`config.mk`:
```
export PLATFORM = sky130hd
export DESIGN_NAME = gpio4_port
export DESIGN_NICKNAME = d
export VERILOG_FILES = /design/src/rtl/gpio4_pkg.sv /design/src/rtl/gpio4_rst_sync.sv /design/src/rtl/gpio4_in_sync.sv /design/src/rtl/gpio4_ctl_regs.sv /design/src/rtl/gpio4_rd_mux.sv /design/src/rtl/gpio4_port.sv
export SDC_FILE = /design/constraint.sdc
export NUM_CORES = 1
export LEC_CHECK = 0
export CELL_PAD_IN_SITES_DETAIL_PLACEMENT = 1
export CELL_PAD_IN_SITES_GLOBAL_PLACEMENT = 1
export CORE_ASPECT_RATIO = 0.8
export CORE_MARGIN = 3
export CORE_UTILIZATION = 30
export CTS_CLUSTER_DIAMETER = 100
export DETAILED_ROUTE_END_ITERATION = 8
export GPL_TIMING_DRIVEN = 0
export PLACE_DENSITY = 0.88
export SYNTH_ARGS = -nofsm -noshare
export SYNTH_HDL_FRONTEND = slang
export SYNTH_SLANG_ARGS = --single-unit
```
`constraint.sdc`:
```
create_clock -name clk -period 2.7 [get_ports clk]
set_input_delay 0.54 -clock clk [delete_from_list [all_inputs] [get_ports clk]]
set_output_delay 0.54 -clock clk [all_outputs]
set_load 0.05 [all_outputs]
```
`src/rtl/gpio4_pkg.sv`:
```
package gpio4_pkg;
  localparam int DATA_W  = 8;
  localparam int BIDIR_N = 3;

  typedef enum logic [1:0] {
    REG_PIN  = 2'd0,
    REG_LAT  = 2'd1,
    REG_DIR  = 2'd2,
    REG_NONE = 2'd3
  } reg_sel_e;
endpackage

```
`src/rtl/gpio4_rst_sync.sv`:
```
module gpio4_rst_sync #(
  parameter int STAGES = 2
) (
  input  logic clk,
  input  logic arst_n,
  output logic rst_n_o
);
  logic [STAGES-1:0] chain_q;
  logic [STAGES-1:0] chain_d;

  always_comb begin
    chain_d = {chain_q[STAGES-2:0], 1'b1};
  end

  always_ff @(posedge clk or negedge arst_n) begin
    if (!arst_n) chain_q <= '0;
    else         chain_q <= chain_d;
  end

  assign rst_n_o = chain_q[STAGES-1];

  // release only follows a clock with the raw reset already high
  p_release_sync_r7: assert property (@(posedge clk) disable iff (!arst_n)
    $rose(rst_n_o) |-> $past(arst_n));
endmodule

```
`src/rtl/gpio4_in_sync.sv`:
```
module gpio4_in_sync #(
  parameter int W      = 4,
  parameter int STAGES = 2
) (
  input  logic         clk,
  input  logic         rst_n,
  input  logic [W-1:0] din,
  output logic [W-1:0] dout
);
  logic [W-1:0] stg_q [STAGES];
  logic [W-1:0] stg_d [STAGES];

  always_comb begin
    stg_d[0] = din;
    for (int s = 1; s < STAGES; s++) stg_d[s] = stg_q[s-1];
  end

  for (genvar s = 0; s < STAGES; s++) begin : g_stage
    always_ff @(posedge clk or negedge rst_n) begin
      if (!rst_n) stg_q[s] <= '0;
      else        stg_q[s] <= stg_d[s];
    end
  end

  assign dout = stg_q[STAGES-1];

  if (STAGES == 2) begin : g_chk
    logic [1:0] age_q;
    logic [1:0] age_d;
    logic       age_en;
    always_comb begin
      age_en = (age_q != 2'd2);
      age_d  = age_q + 2'd1;
    end
    always_ff @(posedge clk or negedge rst_n) begin
      if (!rst_n)      age_q <= '0;
      else if (age_en) age_q <= age_d;
    end
    // pin level visible two edges later
    p_two_edge_delay_r8: assert property (@(posedge clk) disable iff (!rst_n)
      (age_q == 2'd2) |-> (dout == $past(din, 2)));
  end
endmodule

```
`src/rtl/gpio4_ctl_regs.sv`:
```
module gpio4_ctl_regs
  import gpio4_pkg::*;
#(
  parameter int NB = 3
) (
  input  logic          clk,
  input  logic          rst_n,
  input  logic          wr,
  input  reg_sel_e      sel,
  input  logic [NB-1:0] wdata,
  output logic [NB-1:0] lat_q,
  output logic [NB-1:0] dir_q
);
  logic          lat_en, dir_en;
  logic [NB-1:0] lat_d, dir_d;

  always_comb begin
    lat_en = wr && ((sel == REG_PIN) || (sel == REG_LAT));
    dir_en = wr && (sel == REG_DIR);
    lat_d  = wdata;
    dir_d  = wdata;
  end

  always_ff @(posedge clk or negedge rst_n) begin
    if (!rst_n)      lat_q <= '0;
    else if (lat_en) lat_q <= lat_d;
  end

  always_ff @(posedge clk or negedge rst_n) begin
    if (!rst_n)      dir_q <= '1;
    else if (dir_en) dir_q <= dir_d;
  end

  p_latch_hold_r4: assert property (@(posedge clk) disable iff (!rst_n)
    !(wr && (sel == REG_PIN || sel == REG_LAT)) |=> $stable(lat_q));
  p_dir_load_r1: assert property (@(posedge clk) disable iff (!rst_n)
    (wr && sel == REG_DIR) |=> (dir_q == $past(wdata)));
  p_dir_hold_r6: assert property (@(posedge clk) disable iff (!rst_n)
    !(wr && sel == REG_DIR) |=> $stable(dir_q));
endmodule

```
`src/rtl/gpio4_rd_mux.sv`:
```
module gpio4_rd_mux
  import gpio4_pkg::*;
#(
  parameter int NB   = 3,
  parameter int DW   = 8,
  parameter bit FULL = 1'b1
) (
  input  logic          clk,
  input  logic          rst_n,
  input  reg_sel_e      sel,
  input  logic [NB:0]   pin_q,
  input  logic [NB-1:0] ana_sel,
  input  logic          strap,
  input  logic [NB-1:0] lat_q,
  input  logic [NB-1:0] dir_q,
  output logic [DW-1:0] rdata
);
  logic [DW-1:0] rd_d;

  always_comb begin
    rd_d = '0;
    unique case (sel)
      REG_PIN: begin
        for (int i = 0; i < NB; i++) rd_d[i] = FULL && !ana_sel[i] && pin_q[i];
        rd_d[NB] = !strap && pin_q[NB];
      end
      REG_LAT: if (FULL) rd_d[NB-1:0] = lat_q;
      REG_DIR: if (FULL) rd_d[NB-1:0] = dir_q;
      default: rd_d = '0;
    endcase
  end

  assign rdata = rd_d;

  p_analog_reads_zero_r2: assert property (@(posedge clk) disable iff (!rst_n)
    (sel == REG_PIN) |-> ((rdata[NB-1:0] & ana_sel) == '0));
  p_strap_masks_r5: assert property (@(posedge clk) disable iff (!rst_n)
    (sel == REG_PIN && strap) |-> !rdata[NB]);
  p_upper_zero_r6: assert property (@(posedge clk) disable iff (!rst_n)
    (rdata[DW-1:NB+1] == '0) && ((sel == REG_NONE) -> (rdata == '0)));
endmodule

```
`src/rtl/gpio4_port.sv`:
```
module gpio4_port
  import gpio4_pkg::*;
#(
  parameter bit FULL_PKG    = 1'b1,
  parameter int SYNC_STAGES = 2,
  parameter int NB          = BIDIR_N,
  parameter int DW          = DATA_W
) (
  input  logic          clk,
  input  logic          rst_n,
  input  logic          bus_wr,
  input  logic [1:0]    bus_addr,
  input  logic [DW-1:0] bus_wdata,
  output logic [DW-1:0] bus_rdata,
  input  logic [NB-1:0] ana_sel,
  input  logic          rst_strap,
  input  logic [NB:0]   pad_in,
  output logic [NB-1:0] pad_out,
  output logic [NB-1:0] pad_oe
);
  localparam int PW = NB + 1;

  logic          rst_int_n;
  reg_sel_e      sel;
  logic [PW-1:0] pin_q;
  logic [NB-1:0] lat_q, dir_q;
  logic          unused_wdata;

  assign sel          = reg_sel_e'(bus_addr);
  assign unused_wdata = ^bus_wdata[DW-1:NB];

  gpio4_rst_sync #(.STAGES(2)) u_rst (
    .clk(clk), .arst_n(rst_n), .rst_n_o(rst_int_n)
  );

  gpio4_in_sync #(.W(PW), .STAGES(SYNC_STAGES)) u_sync (
    .clk(clk), .rst_n(rst_int_n), .din(pad_in), .dout(pin_q)
  );

  if (FULL_PKG) begin : g_full
    gpio4_ctl_regs #(.NB(NB)) u_regs (
      .clk(clk), .rst_n(rst_int_n), .wr(bus_wr), .sel(sel),
      .wdata(bus_wdata[NB-1:0]), .lat_q(lat_q), .dir_q(dir_q)
    );
    assign pad_oe  = ~dir_q;
    assign pad_out = lat_q;

    // a write through the pin-state address reaches the pads next cycle
    p_port_write_pad_r10: assert property (@(posedge clk) disable iff (!rst_int_n)
      (bus_wr && sel == REG_PIN) |=> (pad_out == $past(bus_wdata[NB-1:0])));
    // analog select changes never move the drivers
    p_analog_keeps_drive_r2: assert property (@(posedge clk) disable iff (!rst_int_n)
      (!bus_wr && $past(!bus_wr)) |-> $stable(pad_oe));
  end else begin : g_reduced
    assign lat_q   = '0;
    assign dir_q   = '1;
    assign pad_oe  = '0;
    assign pad_out = '0;
  end

  gpio4_rd_mux #(.NB(NB), .DW(DW), .FULL(FULL_PKG)) u_rd (
    .clk(clk), .rst_n(rst_int_n), .sel(sel), .pin_q(pin_q),
    .ana_sel(ana_sel), .strap(rst_strap), .lat_q(lat_q), .dir_q(dir_q),
    .rdata(bus_rdata)
  );
endmodule

```
Word-level counts from Yosys, hierarchy flattened
Index checks and enable logic that the tools add are counted.
{"block": "word_totals", "latch_bits": 0, "rom_bits": 0, "memories": 0, "mem_bits_rw": 0, "word_cells": 22, "register_bits": 16, "output_inout_bits": 14, "input_bits": 21}
{"block": "classes", "reduce_logical": 12, "n_shift": 0, "mux": 2, "multipliers": 0, "n_div": 0, "n_eq_ne": 2, "bitwise": 1, "n_lt_le_gt_ge": 0, "addsub": 0}
{"cell": "case mux 3 bit (3 select lines)", "n": 1}
{"cell": "logical AND 1 bit", "n": 6}
{"cell": "logical NOT 1 bit", "n": 4}
{"cell": "NOT 3 bit", "n": 1}
{"cell": "equality test 2 x 1 -> 1 bit, second input constant", "n": 1}
{"cell": "equality test 2 bit, second input constant", "n": 1}
{"cell": "logical NOT 2 bit", "n": 1}
{"cell": "logical OR 1 bit", "n": 1}
{"cell": "2-to-1 mux 1 bit", "n": 1}

Logic depth before layout (Yosys ltp)
Gate-level depths: netlist of the first run.
{"block": "logic_depth", "depth_word": 3, "mapped_depth": 3, "ltp_nobuf": 2}

Hierarchy
Synthesis of the first run repeated with hierarchy kept, for this count alone.
{"block": "unflattened", "hier_cells": 47, "area_unflattened_um2": 644.4}
{"mod": "gpio4_ctl_regs", "cells_each": 14, "area_per_inst_um2": 237.7, "n_inst": 1}
{"mod": "gpio4_in_sync", "cells_each": 8, "area_per_inst_um2": 200.2, "n_inst": 1}
{"mod": "gpio4_rd_mux", "cells_each": 19, "area_per_inst_um2": 141.4, "n_inst": 1}
{"mod": "gpio4_rst_sync", "cells_each": 3, "area_per_inst_um2": 53.8, "n_inst": 1}
{"mod": "gpio4_port", "cells_each": 3, "area_per_inst_um2": 11.3, "n_inst": 1}

Least setup slack after synthesis of the first run
OpenSTA, ideal clock, no wires.
{"block": "synth_timing", "path_type": "in2out", "start": "input port bus_addr[0]", "end": "output port bus_rdata[3]", "arrival_ns": 2.319, "path_slack_ns": -0.159, "required_ns": 2.160, "path_stages": 2, "path_cell_list": "buf_6 nor4b_1"}
{"block": "synth_between", "elab_chain_len": 2}
{"item": "start: declaration", "line_no": "gpio4_port.sv:12", "text": "input logic [1:0] bus_addr,"}
{"item": "logical NOT 2 bit", "line_no": "gpio4_rd_mux.sv:22", "text": "unique case (sel)"}
{"item": "2-to-1 mux 1 bit", "line_no": "gpio4_rd_mux.sv:22"}
{"item": "end: declaration", "line_no": "gpio4_port.sv:14", "text": "output logic [DW-1:0] bus_rdata,"}
No other way between the ends.

Worst setup path in the final report of the first run
{"block": "layout_timing", "start": "input port bus_addr[1]", "end": "output port bus_rdata[0]"}
{"block": "layout_between", "elab_chain_len": 2}
{"item": "equality test 2 bit (tied with other cells)", "line_no": "gpio4_rd_mux.sv:22"}
{"item": "case mux 3 bit (3 select lines) *", "line_no": "gpio4_rd_mux.sv:22"}
Every way passes the cells marked *; elsewhere a longest branch is shown, timed or not.

==> results of run 1 <==
worst paths after layout:
path	start	depth (start not counted)	endpoint	slack (ps)
min reg2reg	u_rst.chain_q[1]	0	g_full.u_regs.lat_q[0]	230
max reg2reg	g_full.u_regs.lat_q[0]	1	g_full.u_regs.lat_q[0]	1920
min in group clk	u_sync.stg_d[2]	0	u_sync.dout[2]	360
min	u_rst.chain_q[1]	0	g_full.u_regs.lat_q[0]	230
max	bus_addr[1]	5	bus_rdata[0]	160
max in group asynchronous	u_rst.chain_q[1]	0	g_full.u_regs.dir_q[0]	2100
timing repair:
item | CTS | global route
hold buffers | 0 | 0
gates resized for setup | 8 | 6
gates cloned | 0 | 0
endpoints found under the setup margin | 4 | 3
sequential cells by signal, summed over array words and instances (netlist names):
signal,cells
g_full.u_regs.dir_q,3
u_rst.chain_q,2
g_full.u_regs.lat_q,3
u_sync.stg_d,4
u_sync.dout,4
cells by family (layout without fill, tap and decap cells):
family | after synthesis | after routing | synth area share
multiplexers | 6 | 6 | 0.1028
AND/OR/NAND/NOR | 15 | 15 | 0.1733
flip-flops | 16 | 16 | 0.6152
other | 2 | 5 | 0.01143
buffers and inverters | 9 | 38 | 0.09714
critical path, cell delays in order:
cell             delay [ps]
clkdlybuf4s50_1         450
buf_6                   160
or4b_1                  500
nand3_1                  90
buf_2                   260
power breakdown:
part | switching, mW | internal [mW]
Clock | 0.0634 | 0.0571
Combinational | 0.118 | 0.0751
Sequential | 0.0186 | 0.269
layer usage:
layer | global-route usage | vias to the layer above | part of all wire
li1 | - | 217 | -
met1 | 0.1127 | 214 | 0.40
met2 | 0.2071 | 15 | 0.54
met3 | 0.01887 | 0 | 0.062
met4 | 0.05556 | 0 | 0
met5 | 0 | - | 0
through the flow:
stage	cell area (um2)	TNS [ps]	hold slack, ps
after floorplan	674.4	0	171.2
after CTS	980.9	0	248.2
after global placement	954.7	-1024	217.2
after global routing	964.7	0	277.9
final	964.7	0	228.0
after detailed placement	954.7	-1104	237.3
cell usage in the layout (no fill, tap or decap), types with 3 or more instances in the layout:
master           synthesis  final
mux2_2                   6      6
dfstp_2                  3      3
clkbuf_4                 0      3
conb_1                   2      5
clkdlybuf4s50_1          0     21
or4b_1                   3      3
nand3_1                  3      3
nand3b_1                 7      7
inv_1                    3      3
dfrtp_1                 13     13
buf_4                    4      4
cell type report:
type,count,area [um2]
buffer,6,52.55
clock buffer,4,26.28
fill,216,1015
inverter,3,11.26
multi-input combinational,26,206.4
sequential,16,404.1
tap,24,30.03
timing repair buffer,25,234.0
==> flow_summary.toml, run 1 <==
[run_status]
run_status = "finished, final reports clean"

[synthesis]
post-synth-top-area-cell = "dfrtp_1"
synth.yosys.seq_area_share = 0.6152
synth_edf_count = 0
synth_area_leaders = "dfrtp_1 (50%), dfstp_2 (12%), mux2_2 (10%)"
synth_top_area_frac = 0.4952
synth_common_cells = "dfrtp_1 (13), nand3b_1 (7), mux2_2 (6), buf_4 (4)"
synthesis.area_um2 = 656.9
yosys.cell_count.top_type = "dfrtp_1"
yosys_warnings = 0
synth-main-ff-cell = "dfrtp_1"
syn-mean-instance-area_um2 = 13.69
synthesis.instances = 48
asyncSetResetFlopFracSynth = 1.000
ys_ff_latch = 16
netlist-cell-type-count = 12

[clock_tree]
cts_max_path_buffers = 2
tritoncts = "yes"
clk_root_buffer_cell = "clkbuf_4"
cts_post_setup_buffers_inserted = 0
cts.sink_count = 16
cts_max_level = 1
clk_transition_reported_paths_ps = 80
clock_insertion_delay_worst_skew_ps = 270
num_cts_buffers = 3

[flow_run]
maxCapViolations = 0

[placed_design]
numPortBuffers = 25
placer_congestion = 0.6731
place_ws_ps = -389.5
post_place_cells = 100

[timing]
finalMaxSlewViolations = 0
worst_pin_slew_ps = 545.2
finalHoldViolations = 0
worst_slew_margin_rel = 0.6365
timing.final.setup_violations = 0
final.min_clock_period_ps = 2542
grt_setup_unrepaired = "false"
final_min_period_over_clock_period = 0.9416
final.setup.worst_slack_ps = 157.6
finalClockSkew_ps = 5.102
maximum_clock_frequency_ghz = 0.3933

[floorplan]
top_level_ports = 35
core.rowCount = 14
dieArea_um2 = 2791
starting_density_of_the_core = 0.3319
die-width_um = 58.32
core_area_um2 = 1979
chipHeight_um = 47.86

[critical_path]
cp.arrival_ps = 2000
endpoint_kind = "output port"
critical_path.startpoint_type = "primary input"
critical_path_required_ps = 2160
crit_type = "in -> out"
crit_path_max_fanout = 10

[routing]
routed-via-count = 446
route.detailed.drc = 0
violation_count_after_the_first_detailed_routing_iteration = 3
detail_route.vias_per_cell = 4.288
detail_route.wl_per_cell_um = 12.84
ant_nets = 0
drt-total-wl_um = 1335
detailedRoute.firstPassIterationCount = 3

[global_routing]
grt_pass1_wl_um = 2159
grt_overflow = 0
pin_count_of_the_biggest_net_entering_global_routing = 15
grt.total_usage = 0.1062
first_global_vias = 500
grt_antenna_before_repair = 0

[power]
powerDensity_nw_per_um2 = 623.3
leakagePower_nw = 0.4311
total_power_of_the_final_layout_mw = 0.6012
peak_supply_drop_v = 0.0003693

[hold_path]
holdCritPathClass = "reg -> async"

[layout]
post_layout_nonfiller_instances = 104
total_inserted_antenna_cells = 0
synthToLayoutAreaGrowth_pct = 46.86
fin_util = 0.4874
share_of_layout_cells_above_drive_strength_1 = 0.2750
fin_nets = 102
Note: power is estimated with default switching activity, not from simulation.
==> run 2: changes to the inputs <==
Settings changed: CORE_UTILIZATION 30 to 28, PLACE_DENSITY 0.88 to 0.83, SKIP_LAST_GASP set to 1.
Clock period 2.7 ns to 2.6 ns, I/O delays scaled along.
==> flow_summary.toml, run 2 (same netlist as run 1, synthesis figures left out) <==
[hold_path]
holdCritPathClass = "reg -> async"

[placed_design]
numPortBuffers = 25
placed_area_um2 = 955.9
place.detailed.hpwl_um = 1071
placer_congestion = 0.7315
post_place_cells = 101

[timing]
finalMaxSlewViolations = 0
final_min_period_over_clock_period = 0.9611
finalClockSkew_ps = 6.965
timing.final.setup_violations = 0
final.min_clock_period_ps = 2499
finalHoldViolations = 0
worst_slew_margin_rel = 0.6562
worst_pin_slew_ps = 514.0
tns_ps = 0
grt_setup_unrepaired = "false"
maximum_clock_frequency_ghz = 0.4002

[critical_path]
ff2ff_setup_slack_ps = 1810
crit_path_max_fanout = 10
timing.rr.end = "g_full.u_regs.lat_q[1]"
cp_cell_sequence = "clkdlybuf4s50_1 > buf_6 > or4b_1 > nand3_1 > buf_2"
worstPathBufferInverterCount = 3
endpoint_kind = "output port"
timing.critical_path.slowest_stage_cell = "or4b_1"
reg2reg_from = "g_full.u_regs.lat_q[1]"
crit_start = "bus_addr[1]"
critPathCapture = "bus_rdata[1]"
critPathMaxStageDelay_ps = 490
critical_path.startpoint_type = "primary input"
crit_type = "in -> out"
path_depth = 5
cp.arrival_ps = 1980
critical-path-top-delay-family = "buffers and inverters"
critical_path_required_ps = 2080
timing.reg2reg.worst_path_depth = 1

[clock_tree]
cts_post_setup_buffers_inserted = 0
clk_root_buffer_cell = "clkbuf_4"
tritoncts = "yes"
clock_insertion_delay_worst_skew_ps = 270
clk_transition_reported_paths_ps = 80
num_cts_buffers = 3
cts_max_path_buffers = 2
cts_max_level = 1
cts.sink_count = 16

[routing]
violation_count_after_the_first_detailed_routing_iteration = 5
ant_nets = 0
route.detailed.drc = 0
drt-total-wl_um = 1281
detail_route.vias_per_cell = 4.210
routed-via-count = 442
detailedRoute.firstPassIterationCount = 2
detail_route.wl_per_cell_um = 12.20

[global_routing]
grt.total_usage = 0.09286
grt_antenna_before_repair = 0
grt_util_met3 = 0.01852
gr-usage-met1 = 0.1051
first_global_vias = 465
grt.busiest_layer = "met2"
grt.met2_usage = 0.1619
grt_overflow = 0
grt_pass1_wl_um = 2028
pin_count_of_the_biggest_net_entering_global_routing = 15

[run_status]
run_status = "finished, final reports clean"

[power]
total_power_of_the_final_layout_mw = 0.6249
powerDensity_nw_per_um2 = 642.8
peak_supply_drop_v = 0.0003413
leakagePower_nw = 0.4310

[flow_run]
maxCapViolations = 0

[layout]
synthToLayoutAreaGrowth_pct = 48.00
total_inserted_antenna_cells = 0
share_of_layout_cells_above_drive_strength_1 = 0.2750
fin_area_um2 = 972.2
fin_nets = 102
post_layout_nonfiller_instances = 105
fin_util = 0.4427
layout_commonest_cell = "clkdlybuf4s50_1"
fillers = 232
layout.cells.most_common_list = "clkdlybuf4s50_1 (21), dfrtp_1 (13), nand3b_1 (7)"

[floorplan]
dieArea_um2 = 2967
die-width_um = 60.15
core_area_um2 = 2196
core.rowCount = 15
chipHeight_um = 49.32
starting_density_of_the_core = 0.2991
top_level_ports = 35
run 2: changes by cell type in the layout (fill, tap and decap cells not counted):
cell / change
clkbuf_2: -1
clkdlybuf4s15_2: +1
run 2: per-layer routing:
| layer | part of all wire | vias to the layer above | wire [um] |
|---|---|---|---|
| met5 | 0 | - | 0 |
| li1 | - | 217 | - |
| met3 | 0.073 | 0 | 94 |
| met2 | 0.51 | 13 | 657 |
| met1 | 0.41 | 212 | 530 |
| met4 | 0 | 0 | 0 |
run 2: how the worst min path moves through the flow:
stage / to / depth (start not counted) / slack [ps] / start
after floorplan: g_full.u_regs.lat_q[0] / 0 / 170 / u_rst.chain_q[1]
after global placement: u_sync.stg_d[1] / 0 / 220 / u_rst.chain_q[1]
after detailed placement: u_sync.dout[1] / 0 / 230 / u_rst.chain_q[1]
after CTS: u_sync.dout[1] / 0 / 240 / u_rst.chain_q[1]
after global routing: g_full.u_regs.lat_q[1] / 0 / 280 / u_rst.chain_q[1]
final: g_full.u_regs.lat_q[1] / 0 / 210 / u_rst.chain_q[1]
run 2: metrics by stage:
step	setup slack [ps]	hold slack [ps]
after detailed placement	-449.5	228.3
after floorplan	472.7	171.2
after global placement	-436.8	215.6
after global routing	26.10	277.1
final	101.2	212.8
after CTS	-19.95	236.9
run 2: final cells by class:
type                    instances  area [um2]  area share
clock buffers                   4       26.28     0.02703
inverters                       3       11.26     0.01158
plain buffers                   6       52.55     0.05405
multi-input cells              26       206.4      0.2124
flip-flops and latches         16       404.1      0.4157
well taps                      25       31.28     0.03218
repair buffers                 25       240.2      0.2471
run 2: where the power goes:
part | switching, mW | total (mW) | internal (mW)
combinational | 0.122 | 0.202 | 0.0793
clock | 0.0667 | 0.126 | 0.0594
sequential | 0.0182 | 0.297 | 0.279
run 2: what timing repair did:
action	in CTS	in global routing
hold endpoints to repair	0	0
gates resized for setup	12	2
hold buffers	0	0
setup endpoints to repair	4	1
